==> src/rtl/brk_pkg.sv <==
package brk_pkg;
  localparam int DATA_W = 8;
  localparam int ADDR_W = 2 * DATA_W;
  localparam int EN_BIT = 7;
  localparam int ACT_BIT = 6;
  localparam int PERMIT_BIT = 7;

  typedef enum logic [1:0] {
    SEL_HI   = 2'd0,
    SEL_LO   = 2'd1,
    SEL_STAT = 2'd2,
    SEL_FLAG = 2'd3
  } regSel_e;

  typedef struct packed {
    logic wrHi;
    logic wrLo;
    logic wrStat;
    logic wrFlag;
  } strobe_t;
endpackage

==> src/rtl/brk_dp.sv <==
module brk_dp
  import brk_pkg::*;
(
  input  logic              clk,
  input  logic              rstN,
  input  strobe_t           stb,
  input  logic [DATA_W-1:0] wdata,
  input  logic [1:0]        regSel,
  input  logic              activeFlag,
  input  logic [ADDR_W-1:0] busAddr,
  input  logic              busValid,
  output logic              hit,
  output logic              permit,
  output logic [DATA_W-1:0] rdata
);
  logic [DATA_W-1:0] addrHi, addrLo;
  logic enable;

  always_ff @(posedge clk) begin
    if (!rstN) begin
      addrHi <= '0;
      addrLo <= '0;
      enable <= 1'b0;
      permit <= 1'b0;
    end else begin
      if (stb.wrHi)   addrHi <= wdata;
      if (stb.wrLo)   addrLo <= wdata;
      if (stb.wrStat) enable <= wdata[EN_BIT];
      if (stb.wrFlag) permit <= wdata[PERMIT_BIT];
    end
  end

  assign hit = busValid && enable && (busAddr == {addrHi, addrLo});

  always_comb begin
    rdata = '0;
    unique case (regSel_e'(regSel))
      SEL_HI:   rdata = addrHi;
      SEL_LO:   rdata = addrLo;
      SEL_STAT: begin
        rdata[EN_BIT]  = enable;
        rdata[ACT_BIT] = activeFlag;
      end
      SEL_FLAG: rdata[PERMIT_BIT] = permit;
      default:  rdata = '0;
    endcase
  end
endmodule

==> src/rtl/brk_ctl.sv <==
module brk_ctl
  import brk_pkg::*;
(
  input  logic       clk,
  input  logic       rstN,
  input  logic       regWr,
  input  logic [1:0] regSel,
  input  logic       actWrBit,
  input  logic       hit,
  input  logic       lastCycle,
  input  logic       instrDone,
  output strobe_t    stb,
  output logic       activeFlag,
  output logic       takePulse
);
  logic pending;
  logic trigger;
  logic swClear;

  always_comb begin
    stb.wrHi   = regWr && (regSel_e'(regSel) == SEL_HI);
    stb.wrLo   = regWr && (regSel_e'(regSel) == SEL_LO);
    stb.wrStat = regWr && (regSel_e'(regSel) == SEL_STAT);
    stb.wrFlag = regWr && (regSel_e'(regSel) == SEL_FLAG);
  end

  assign trigger = hit && !activeFlag && !pending;
  assign swClear = stb.wrStat && !actWrBit;

  always_ff @(posedge clk) begin
    if (!rstN) begin
      activeFlag <= 1'b0;
      pending    <= 1'b0;
      takePulse  <= 1'b0;
    end else begin
      if (trigger)      activeFlag <= 1'b1;
      else if (swClear) activeFlag <= 1'b0;

      if (trigger)                           pending <= !lastCycle;
      else if (pending && (instrDone || swClear)) pending <= 1'b0;

      takePulse <= (trigger && lastCycle) || (pending && instrDone && !swClear);
    end
  end
endmodule

==> src/rtl/brk_addr_ctrl.sv <==
module brk_addr_ctrl
  import brk_pkg::*;
#(
  parameter logic [DATA_W-1:0] SWI_OP     = 8'h83,
  parameter logic [ADDR_W-1:0] VEC_NORMAL = 16'hFFFC,
  parameter logic [ADDR_W-1:0] VEC_MON    = 16'hFEFC
) (
  input  logic              clk,
  input  logic              rstN,
  input  logic [1:0]        regSel,
  input  logic              regWr,
  input  logic [DATA_W-1:0] regWdata,
  output logic [DATA_W-1:0] regRdata,
  input  logic [ADDR_W-1:0] busAddr,
  input  logic              busValid,
  input  logic              lastCycle,
  input  logic              instrDone,
  input  logic              monitorMode,
  output logic              breakTake,
  output logic [DATA_W-1:0] swiOpcode,
  output logic [ADDR_W-1:0] vecAddr,
  output logic              timerFreeze,
  output logic              flagClrAllow
);
  strobe_t stb;
  logic hit, permit, activeFlag;

  brk_ctl u_ctl (
    .clk(clk), .rstN(rstN), .regWr(regWr), .regSel(regSel),
    .actWrBit(regWdata[ACT_BIT]), .hit(hit), .lastCycle(lastCycle),
    .instrDone(instrDone), .stb(stb), .activeFlag(activeFlag),
    .takePulse(breakTake)
  );

  brk_dp u_dp (
    .clk(clk), .rstN(rstN), .stb(stb), .wdata(regWdata), .regSel(regSel),
    .activeFlag(activeFlag), .busAddr(busAddr), .busValid(busValid),
    .hit(hit), .permit(permit), .rdata(regRdata)
  );

  assign swiOpcode    = breakTake ? SWI_OP : '0;
  assign vecAddr      = monitorMode ? VEC_MON : VEC_NORMAL;
  assign timerFreeze  = activeFlag;
  assign flagClrAllow = !activeFlag || permit;
endmodule

==> config.mk <==
export PLATFORM = sky130hd
export DESIGN_NAME = brk_addr_ctrl
export DESIGN_NICKNAME = d
export VERILOG_FILES = /design/src/rtl/brk_pkg.sv /design/src/rtl/brk_dp.sv /design/src/rtl/brk_ctl.sv /design/src/rtl/brk_addr_ctrl.sv
export SDC_FILE = /design/constraint.sdc
export NUM_CORES = 1
export LEC_CHECK = 0
export BUFFER_PORTS_ARGS = -buffer_cell sky130_fd_sc_hd__buf_4
export CAP_MARGIN = 20
export CORE_MARGIN = 8
export CORE_UTILIZATION = 40
export DETAILED_ROUTE_END_ITERATION = 8
export HOLD_SLACK_MARGIN = 0.06
export PLACE_DENSITY = 0.8
export SLEW_MARGIN = 20
export SYNTH_ARGS = -nofsm -noshare
export SYNTH_HDL_FRONTEND = slang
export SYNTH_SLANG_ARGS = --single-unit
==> constraint.sdc <==
create_clock -name clk -period 2.63 [get_ports clk]
set_clock_uncertainty 0.2 [all_clocks]
set_input_delay 0 -clock clk [delete_from_list [all_inputs] [get_ports clk]]
set_output_delay 0 -clock clk [all_outputs]
set_load 0.05 [all_outputs]
==> impl_metrics.ini <==
[die]
std_cell_rows = 21
die_y_um = 73.88
ios = 68
initial_core_util_pct = 40.80
core_um2 = 3284
die_area_um2 = 5458
die_w_um = 73.88

[critical_path]
worstPathCellList = xor2_1 > nor4_2 > dlygate4sd3_1 > nand2_1 > o31ai_2 > dlygate4sd3_1
endpoint_kind = flop
worstPathMaxFanout = 3
critPathBufInv = 2
slowest_stage = dlygate4sd3_1
cp.depth = 6
start_kind = flop
crit_family = buffers and inverters
path_common_cell = dlygate4sd3_1
path_class = reg -> reg
crit_path_max_incr_delay_ns = 0.59
cp_data_required_time_ns = 2.67
reg2reg_depth = 6
worstPathArrival_ns = 2.59

[timing]
whs_ns = 0.07710
hold_viol_final = 0
slew_violations = 0
tightest_slew_ns = 0.5971
fin_crit_sh_pct = 96.99
max_freq_mhz = 392.0
setup_slack_ns = 0.07923
finalSetupTns_ns = 0
setup_viol = 0
period_needed_ns = 2.551
maxSlewHeadroom_pct = 60.07

[placement]
place_congestion = 0.8140
dpl.hpwl_mm = 2.514
portBuffers = 47
dpl_worst_slack_ns = 1.001
place_inst = 224

[power]
p_switching_uw = 233.2
p_comb_share_pct = 30.7
p_per_area_nw_per_um2 = 372.2
switching_share_pct = 32.98
max-vdd-ir-drop_mv = 0.2412
p_leak_uw = 0.0008944
p_seq_share_pct = 47.5
p_int_uw = 473.8
clock_power_share_pct = 21.8

[finish]
area_growth_pct = 41.74
instances_no_fill = 253
antennaDiodeCount = 0
fillCellCount = 305
final_util_pct = 57.83
drive_gt1_share_pct = 27.05
layout.nets = 241

[synth]
synth.area.top_cells = dfxtp_1 31%, mux2i_1 19%, buf_4 13%, nor2b_1 8.4%, xor2_1 6.5%
synth_top_area_share_pct = 31.37
synth_ff_type = dfxtp_1
synthCells = 141
synth_async_sr_flop_share_pct = 0
yosys.area.top_type = dfxtp_1
ys_seq_area_share_pct = 31.37
synth_cell_type_count = 29
netlist_area_um2 = 1340
synth_common_cells = 25 x mux2i_1, 23 x buf_4, 21 x dfxtp_1, 18 x nor2b_1, 10 x xor2_1
syn_avg_cell_area_um2 = 9.504
synth_most_common_cell = mux2i_1
synth_edf_count = 0
synth-seq-cells = 21
yosysWarningCount = 0

[clock_network]
cts-root-buf = clkbuf_4
clock-sinks = 21
clk_pin_slew_ns = 0.12
htree_levels = 1
cts_tree = built
clock_path_buffers = 2
cts_buffers = 3
insertion_delay_ns = 0.29

[hold_path]
min_path_type = in -> out
whs_path_depth = 3

[detailed_routing]
num_vias = 1141
drtIter0Drc = 49
firstDrtPassIters = 4
totalWireLength_mm = 3.451
wire_per_inst_um = 13.64
via_per_inst = 4.510
drc = 0
ant_nets = 0

[global_route]
grt_pass1_wl_mm = 5.354
grt_max_degree = 23
grt.busiest_layer = met2
first_global_vias = 1121
antenna_found_initial = 0
grt-ovfl-total = 0
track_usage_pct = 12.48
met1_usage_pct = 15.15
grt_use_met2_pct = 21.06
met3_usage_pct = 3.138

[run_status]
status = complete, no violations

[job]
drv_cap = 0
[state kept, by name, indices dropped and copies added, names as in the netlist]
name / count
u_ctl.activeFlag: 1
u_ctl.pending: 1
u_ctl.takePulse: 1
u_dp.addrHi: 8
u_dp.addrLo: 8
u_dp.enable: 1
u_dp.permit: 1
[cells by family after synthesis]
kind of cell	after synthesis	share of synthesized area, %
compound gates	7	4.015
mux	26	20.35
flops	21	31.37
simple gates	38	17.27
buf+inv	31	15.97
xor+xnor	16	10.46
other cells	2	0.5604
[area by class of cell]
type | instances | area [um^2] | area share (%)
flip-flops and latches | 21 | 420.4 | 22.13
well taps | 46 | 57.56 | 3.030
multi-input cells | 107 | 779.5 | 41.04
repair buffers | 73 | 608.1 | 32.02
inverters | 2 | 7.507 | 0.3953
clock buffers | 4 | 26.28 | 1.383
[cells in the final DEF, fill, tap and decap left out, drive strengths merged, types with 2 or more instances in the layout]
master / count
xnor2: 6
nand2: 2
conb: 20
nand3b: 2
o21ai: 2
nand3: 2
nor4: 2
clkbuf: 4
xor2: 10
dfxtp: 21
dlygate4sd3: 24
nand4: 2
mux2i: 25
o2111ai: 2
buf: 49
nor2: 6
inv: 2
nor2b: 18
[worst min-delay path, cell delays in order]
cell and delay [ns]:
buf_4 0.07, inv_1 0.03, buf_4 0.17
[path summary, 6_finish.rpt]
check / to / startpoint / slack (ns)
worst max-delay path: u_ctl.pending / u_dp.addrLo[4] / 0.08
worst min-delay path: vecAddr[8] / monitorMode / 0.08
worst min register to register: u_dp.enable / u_dp.enable / 0.36
worst max register to register: u_ctl.pending / u_dp.addrLo[4] / 0.08
[power by group through the flow]
| stage | combinational [uW] | sequential [uW] | clock, uW |
|---|---|---|---|
| after floorplan | 158 | 341 | 0 |
| after global placement | 191 | 343 | 0 |
| after detailed placement | 192 | 343 | 0 |
| after CTS | 214 | 336 | 161 |
| after global routing | 229 | 338 | 177 |
| final | 217 | 336 | 154 |
[through the flow]
step,total power (uW),area [um^2]
floorplan,498.5,1408
CTS,710.7,1886
detailed placement,535.0,1619
finish,707.0,1899
global route,744.0,1899
global placement,533.4,1619
[repair_timing]
action | CTS | global route
setup endpoints to repair | 0 | 2
endpoints found under the hold margin | 21 | 0
hold buffers | 24 | 0
buffers inserted | 0 | 1
resized for setup | 0 | 1
[metal layers]
metal | share of wire (%) | vias up
li1 | - | 568
met1 | 44 | 528
met2 | 46 | 43
met3 | 9.0 | 2
met4 | 0.46 | 0
met5 | 0 | -
Note: power is estimated with default switching activity, not from simulation.
